## config.mk

```make
export PLATFORM = sky130hd
export DESIGN_NAME = sram_burst_ctrl
export DESIGN_NICKNAME = d
export VERILOG_FILES = /design/src/rtl/sram_burst_pkg.sv /design/src/rtl/sram_burst_seq.sv /design/src/rtl/sram_write_decode.sv /design/src/rtl/sram_word_array.sv /design/src/rtl/sram_burst_ctrl.sv
export SDC_FILE = /design/constraint.sdc
export NUM_CORES = 2
export LEC_CHECK = 0
export BUFFER_PORTS_ARGS = -buffer_cell sky130_fd_sc_hd__buf_2
export CAP_MARGIN = 40
export CORE_AREA = 5 5 369 371
export CTS_CLUSTER_DIAMETER = 150
export DETAILED_ROUTE_END_ITERATION = 12
export DIE_AREA = 0 0 374 376
export PLACE_DENSITY_LB_ADDON = 0.3
export SYNTH_ARGS = -nofsm -noshare
export SYNTH_HDL_FRONTEND = slang
export SYNTH_SLANG_ARGS = --single-unit
```

## constraint.sdc

```tcl
create_clock -name clk -period 3.4 [get_ports clk]
set_input_delay 0.68 -clock clk [delete_from_list [all_inputs] [get_ports clk]]
set_output_delay 0.68 -clock clk [all_outputs]
set_load 0.02 [all_outputs]
```

## src/rtl/sram_burst_pkg.sv

```systemverilog
// Package: shared types and the burst-order function.
// Assumes bursts span four words, selected by the two low address bits.
package sram_burst_pkg;
    typedef logic [1:0] beat_t;

    // Low address bits for one beat: XOR for interleaved order, add for linear.
    function automatic beat_t burst_lo(beat_t start, beat_t beat, logic interleave);
        return interleave ? (start ^ beat) : beat_t'(start + beat);
    endfunction
endpackage

```

## src/rtl/sram_burst_seq.sv

```systemverilog
// Module: address register and two-bit beat counter.
// Loads the full address on load_i. Steps the beat on adv_n_i low while active.
// clear_i ends the access. Assumes load_i and clear_i are never high together.
module sram_burst_seq #(
    parameter int AW = 6
) (
    input  logic          clk,
    input  logic          rst_n,
    input  logic          load_i,
    input  logic          clear_i,
    input  logic          adv_n_i,
    input  logic          order_sel_i,
    input  logic [AW-1:0] addr_i,
    output logic          active_o,
    output logic [AW-1:0] cur_addr_o
);
    import sram_burst_pkg::*;
    localparam int HW = AW - 2;

    logic [HW-1:0] hi_q;
    beat_t         start_q;
    beat_t         beat_q;
    logic          active_q;
    logic          ilv;

    // Pick the order. Anything other than a clean 0 means interleaved.
    always_comb begin
        if (order_sel_i == 1'b0) ilv = 1'b0;
        else                     ilv = 1'b1;
    end

    // Address register, beat counter and active flag.
    always_ff @(posedge clk) begin
        if (!rst_n) begin
            hi_q     <= '0;
            start_q  <= '0;
            beat_q   <= '0;
            active_q <= 1'b0;
        end else if (load_i) begin
            hi_q     <= addr_i[AW-1:2];
            start_q  <= addr_i[1:0];
            beat_q   <= '0;
            active_q <= 1'b1;
        end else if (clear_i) begin
            active_q <= 1'b0;
        end else if (active_q && !adv_n_i) begin
            beat_q   <= beat_q + 2'd1;
        end
    end

    assign active_o   = active_q;
    assign cur_addr_o = {hi_q, burst_lo(start_q, beat_q, ilv)};

    // a load makes the loaded address current on the next edge.
    p_load_addr_r4: assert property (@(posedge clk) disable iff (!rst_n)
        load_i |=> (cur_addr_o == $past(addr_i)));
    // the upper bits stay put unless a new access loads them.
    p_upper_keep_r7: assert property (@(posedge clk) disable iff (!rst_n)
        !load_i |=> (cur_addr_o[AW-1:2] == $past(cur_addr_o[AW-1:2])));
    // with no advance and no order change, the address holds.
    p_hold_r7: assert property (@(posedge clk) disable iff (!rst_n)
        (!load_i && adv_n_i) |=>
            ((cur_addr_o == $past(cur_addr_o)) || (order_sel_i != $past(order_sel_i))));
    // in a linear burst, each advance adds one to the low bits, mod 4.
    p_linear_step_r5: assert property (@(posedge clk) disable iff (!rst_n)
        (!load_i && !clear_i && active_q && !adv_n_i && order_sel_i == 1'b0) |=>
            ((order_sel_i != 1'b0) ||
             (cur_addr_o[1:0] == 2'($past(cur_addr_o[1:0]) + 2'd1))));
endmodule

```

## src/rtl/sram_write_decode.sv

```systemverilog
// Module: byte-write decode.
// Write-all forces every byte. Otherwise the byte gate enables the per-byte strobes.
// allow_i says whether this cycle may write. wr_req_o reports a request even
// when the write is not allowed, so the bus is still released.
module sram_write_decode #(
    parameter int NB = 4
) (
    input  logic          wr_all_n_i,
    input  logic          wr_en_n_i,
    input  logic [NB-1:0] byte_wr_n_i,
    input  logic          allow_i,
    output logic [NB-1:0] byte_we_o,
    output logic          wr_req_o
);
    logic [NB-1:0] mask;

    // Form the requested byte mask from the three write controls.
    always_comb begin
        if (!wr_all_n_i)     mask = '1;
        else if (!wr_en_n_i) mask = ~byte_wr_n_i;
        else                 mask = '0;
    end

    assign byte_we_o = allow_i ? mask : '0;
    assign wr_req_o  = |mask;

    // Guard the decode against the write-control rules.
    always_comb begin
        if (allow_i && !wr_all_n_i)
            p_all_bytes_r8: assert (byte_we_o == {NB{1'b1}});
        if (wr_all_n_i && wr_en_n_i)
            p_gate_off_r9: assert (byte_we_o == '0 && !wr_req_o);
    end
endmodule

```

## src/rtl/sram_word_array.sv

```systemverilog
// Module: word-wide array model with per-byte write enables.
// The read is asynchronous (flow-through). The write happens on the rising edge.
// The contents have no reset.
module sram_word_array #(
    parameter int AW = 6,
    parameter int NB = 4,
    parameter int DW = 8 * NB
) (
    input  logic          clk,
    input  logic [NB-1:0] we_i,
    input  logic [AW-1:0] waddr_i,
    input  logic [DW-1:0] wdata_i,
    input  logic [AW-1:0] raddr_i,
    output logic [DW-1:0] rdata_o
);
    localparam int DEPTH = 1 << AW;

    logic [DW-1:0] mem [DEPTH];

    // One write lane per byte.
    for (genvar g = 0; g < NB; g++) begin : g_lane
        // Store this byte lane when its enable is high.
        always_ff @(posedge clk) begin
            if (we_i[g]) mem[waddr_i][8*g +: 8] <= wdata_i[8*g +: 8];
        end
    end

    assign rdata_o = mem[raddr_i];
endmodule

```

## src/rtl/sram_burst_ctrl.sv

```systemverilog
// Module: top of the burst SRAM access controller.
// Decodes the chip selects and the two strobes (primary wins), drives the
// burst sequencer, decodes byte writes into the array, and makes the bus
// drive enable. Assumes all inputs are synchronous to clk.
module sram_burst_ctrl #(
    parameter int AW = 6,
    parameter int NB = 4,
    parameter int DW = 8 * NB
) (
    input  logic          clk,
    input  logic          rst_n,
    input  logic          sel_a_n,
    input  logic          sel_b,
    input  logic          sel_c_n,
    input  logic          strb_pri_n,
    input  logic          strb_sec_n,
    input  logic          adv_n,
    input  logic          wr_all_n,
    input  logic          wr_en_n,
    input  logic [NB-1:0] byte_wr_n,
    input  logic          out_en_n,
    input  logic          order_sel,
    input  logic [AW-1:0] addr,
    input  logic [DW-1:0] wdata,
    output logic [DW-1:0] rdata,
    output logic          bus_drive
);
    logic          chip_sel;
    logic          start_pri;
    logic          start_sec;
    logic          deselect;
    logic          active;
    logic          allow_wr;
    logic          wr_req;
    logic [NB-1:0] byte_we;
    logic [AW-1:0] cur_addr;
    logic [AW-1:0] waddr;

    // Decode the strobes. The primary strobe masks the secondary one.
    always_comb begin
        chip_sel  = !sel_a_n && sel_b && !sel_c_n;
        start_pri = chip_sel && !strb_pri_n;
        start_sec = chip_sel && strb_pri_n && !strb_sec_n;
        deselect  = !chip_sel && (!strb_pri_n || !strb_sec_n);
        allow_wr  = start_sec || (active && strb_pri_n && strb_sec_n);
        waddr     = start_sec ? addr : cur_addr;
    end

    sram_burst_seq #(.AW(AW)) u_seq (
        .clk        (clk),
        .rst_n      (rst_n),
        .load_i     (start_pri || start_sec),
        .clear_i    (deselect),
        .adv_n_i    (adv_n),
        .order_sel_i(order_sel),
        .addr_i     (addr),
        .active_o   (active),
        .cur_addr_o (cur_addr)
    );

    sram_write_decode #(.NB(NB)) u_wdec (
        .wr_all_n_i (wr_all_n),
        .wr_en_n_i  (wr_en_n),
        .byte_wr_n_i(byte_wr_n),
        .allow_i    (allow_wr),
        .byte_we_o  (byte_we),
        .wr_req_o   (wr_req)
    );

    sram_word_array #(.AW(AW), .NB(NB), .DW(DW)) u_array (
        .clk    (clk),
        .we_i   (byte_we),
        .waddr_i(waddr),
        .wdata_i(wdata),
        .raddr_i(cur_addr),
        .rdata_o(rdata)
    );

    // Drive the bus only for an active read with the output enabled.
    assign bus_drive = active && !out_en_n && !wr_req;

    // reset leaves the bus released.
    p_reset_idle_r1: assert property (@(posedge clk) !rst_n |=> !bus_drive);
    // a write request always releases the bus.
    p_wr_tristate_r10: assert property (@(posedge clk) disable iff (!rst_n)
        wr_req |-> !bus_drive);
    // a primary strobe edge never writes the array.
    p_pri_no_write_r3: assert property (@(posedge clk) disable iff (!rst_n)
        !strb_pri_n |-> (byte_we == '0));
    // a strobe seen while deselected ends the access.
    p_desel_idle_r2: assert property (@(posedge clk) disable iff (!rst_n)
        deselect |=> !bus_drive);
endmodule

```

==> results.cfg <==
[worst_setup_path]
timing.critical_path.fanout_max = 9
timing.setup.critical_path_class = reg2out
worst_r2r_endpoint = u_array.mem[39][7]
reg2regPathDepth = 11
critPathCapture = rdata[4]
worstPathArrival_ns = 3.80
crit_required_ns = 2.72
ff2ff_setup_slack_ns = -0.02
r2r_start = u_seq.beat_q[0]
critPathCaptureType = primary output
setup.worst_path.start_class = register
critical_path.startpoint = u_seq.beat_q[1]

[finish]
area.growth.synth_to_final_pct = 23.4
fin_area_um2 = 102000
layout.cells.most_common = edfxtp_1
final_layout_size_suffix_gt1_share_pct = 37.2
instances_no_fill = 7342
most_frequent_cells_in_the_layout = 2048 x edfxtp_1, 654 x buf_4, 434 x nand2_1
layout.filler_cells = 6413
fin_nets = 5442
multiInputGateArea_um2 = 22100
regArea_um2 = 61700

[floorplan]
die-height_um = 376
dieArea_um2 = 141000
io-pin-count = 87
core_um2 = 133000
initial_core_util_pct = 62.4
fp-row-count = 134
chipWidth_um = 374

[clocking]
cts-hold-fix-buffers = 0
worst_setup_hold_path_clk_slew_ns = 0.06
clock_tree_buf_depth = 3
clock_tree_from_tritoncts = built
clk_root_buf = clkbuf_16
cts_sinks = 2057
total_cts_buffers = 198
worstSkewPairLatency_ns = 0.85
cts.htree.levels = 4

[timing]
clock_skew_ns = 0.0243
setup_slack_ns = -1.08
aggregate_negative_setup_slack_ns = -30.21
finalWorstPathRequiredPeriod_ns = 4.48
finalSetupViolCount = 47
tightestPinTransition_ns = 1.04
timing.fmax_mhz = 223
final_min_period_over_clock_period_pct = 132
slew_headroom_pct = 31.0
fin_hold_ws_ns = 0.192
final-hold-violation-count = 0
rsz0062_at_grt = true
final_max_slew_viol_count = 0

[power]
cellInternalPower_w = 0.0418
total_power_w = 0.0531
worst_ir_drop_vdd_uv = 590
switching_power_w = 0.0113
swShare_pct = 21.3
sequentialPowerShare_pct = 52.5
leakage_nw = 33.3
power_frac_comb_pct = 5.5
clock_power_share_pct = 42.0
power-per-cell-area_nw_per_um2 = 520

[run_status]
result_of_the_run = complete, but fails checks
violations_in_the_final_reports = negative setup slack

[grt]
grt_util_met2_pct = 53.3
globalRoute.busiestLayer = met2
groute.usage.overall_pct = 34.5
gr-total-overflow = 0
number_of_global_route_vias_before_repair = 51248
grt_use_met3_pct = 9.50
grt_max_degree = 76
antenna_violations_before_repair = 29
grt_pass1_wl_mm = 352
grt.met1_usage_pct = 45.7

[synth]
netlist_instances = 4562
syn-mean-instance-area_um2 = 18.2
synth_seq_cells = 2057
yosys_most_used_dff = edfxtp_1
synthTopCellsByArea = edfxtp_1 74%, mux4_2 9.6%, nand2_1 2.1%
number_of_synthesized_flops_with_an_enable_pin = 2048
yosysSeqAreaShare_pct = 74.5
ys_async_sr_fraction_pct = 0
post_synth_instance_area_um2 = 82800
synth_cell_types = 59
postSynthNetCount = 4617
yosys.area.top_type = edfxtp_1
synth.yosys.warnings = 0
yosys.area.top_type_share_pct = 74.3

[run]
max_cap_viol_count = 0

[routing]
route.antenna.remaining_nets = 0
initial_detailed_routing_violation_count = 9294
dr.pass1.iters = 6
vias = 52972
vias_per_cell = 7.21
drt-wirelength-per-cell_um = 35.1
drcViolationCount = 0
drt_wl_total_mm = 258

[placed_design]
placedCellCount = 6832
placer_congestion = 0.901
dpl_cell_area_um2 = 91200
dp_hpwl_mm = 150
quantity_of_i_o_buffers_inserted_on_ports = 86

[worst_hold_path]
timing.hold.worst.class = in2reg
==> logic make-up after synthesis <==
group / share of synthesized area [%]
flops: 74.5
fa+ha+maj: 0.0151
buf+inv: 1.79
xor+xnor: 0.0831
mux: 13.5
simple gates: 4.52
compound gates: 5.62
==> area by class of cell <==
| class | count | area share [%] |
|---|---|---|
| timing repair buffer | 949 | 9.37 |
| inverter | 4 | 0.0220 |
| multi-input combinational | 2177 | 21.6 |
| clock buffer | 251 | 5.15 |
| tap | 1768 | 2.17 |
| antenna | 20 | 0.0490 |
| clock inverter | 116 | 1.21 |
| sequential | 2057 | 60.4 |
==> how the worst min path moves through the flow <==
| stage | cells past startpoint | to | from |
|---|---|---|---|
| after floorplan | 2 | u_seq.start_q[0] | u_seq.start_q[0] |
| after global placement | 2 | u_seq.start_q[0] | u_seq.start_q[0] |
| after detailed placement | 2 | u_seq.start_q[0] | u_seq.start_q[0] |
| after CTS | 3 | u_seq.beat_q[1] | rst_n |
| after global routing | 1 | u_array.mem[14][11] | wdata[11] |
| final | 2 | u_seq.hi_q[1] | rst_n |
==> metrics by stage <==
stage	utilization [%]	setup WS, ns
after global routing	77.0	-1.06
after CTS	75.5	-0.915
after detailed placement	68.7	-0.812
final	77.0	-1.08
after floorplan	-	0.145
after global placement	68.4	-0.775
==> registers in the layout, summed over array words and instances, names as in the netlist <==
name,cells
u_seq.start_q,2
u_seq.hi_q,4
u_seq.beat_q,2
u_array.mem,2048
u_seq.active_o,1
==> synthesized netlist by cell type, types with 3 or more instances <==
| cell | number |
|---|---|
| edfxtp_1 | 2048 |
| nand2_1 | 458 |
| mux4_2 | 352 |
| nor2_1 | 272 |
| mux2i_1 | 163 |
| clkbuf_1 | 157 |
| mux2_2 | 135 |
| o221ai_1 | 131 |
| buf_2 | 130 |
| a21oi_1 | 91 |
| nand3_1 | 66 |
| a211o_1 | 57 |
| o22ai_1 | 57 |
| a221oi_1 | 52 |
| a31oi_1 | 49 |
| o41ai_1 | 40 |
| a32oi_1 | 32 |
| nand2b_1 | 31 |
| nand4_1 | 28 |
| a31o_2 | 25 |
| o21ai_0 | 21 |
| and3_1 | 18 |
| buf_1 | 17 |
| buf_4 | 17 |
| o311ai_0 | 14 |
| o311ai_1 | 11 |
| dfxtp_1 | 9 |
| mux2_1 | 8 |
| a21boi_0 | 7 |
| nor3_1 | 7 |
| a2111oi_0 | 4 |
| a21o_1 | 4 |
| o31a_1 | 4 |
| o31ai_1 | 4 |
| or4_1 | 4 |
| a211oi_1 | 3 |
| buf_6 | 3 |
| nor2b_1 | 3 |
| nor4_1 | 3 |
==> timing repair <==
action                     4_1_cts  5_1_grt
cloned                          12       13
pin swaps                       73       97
setup buffers                   53       57
setup endpoints to repair      373       62
gates resized for setup        307      246
==> critical path: stages (launching register included) <==
cell and delay [ns]:
dfxtp_4 0.42, xor2_4 0.20, buf_6 0.13, buf_12 0.17
buf_12 0.16, buf_6 0.15, mux2_2 0.36, o221ai_1 0.24
a21oi_1 0.13, o311ai_1 0.63, a32oi_4 0.16, buf_6 0.19
==> layer usage <==
layer / vias to the layer above / routed length [µm]
li1: 20363 / -
met1: 26468 / 83400
met2: 5037 / 120000
met3: 1096 / 36500
met4: 8 / 17400
met5: - / 52
==> power groups by stage <==
stage	combinational (W)	sequential (W)	clock, W
3_5_place_dp	0.00235	0.0284	0
5_1_grt	0.00296	0.0279	0.0235
6_report	0.00290	0.0279	0.0223
2_1_floorplan	0.000998	0.0284	0
3_3_place_gp	0.00223	0.0284	0
4_1_cts	0.00260	0.0279	0.0222
No activity file was read; power rests on OpenSTA's default activity.
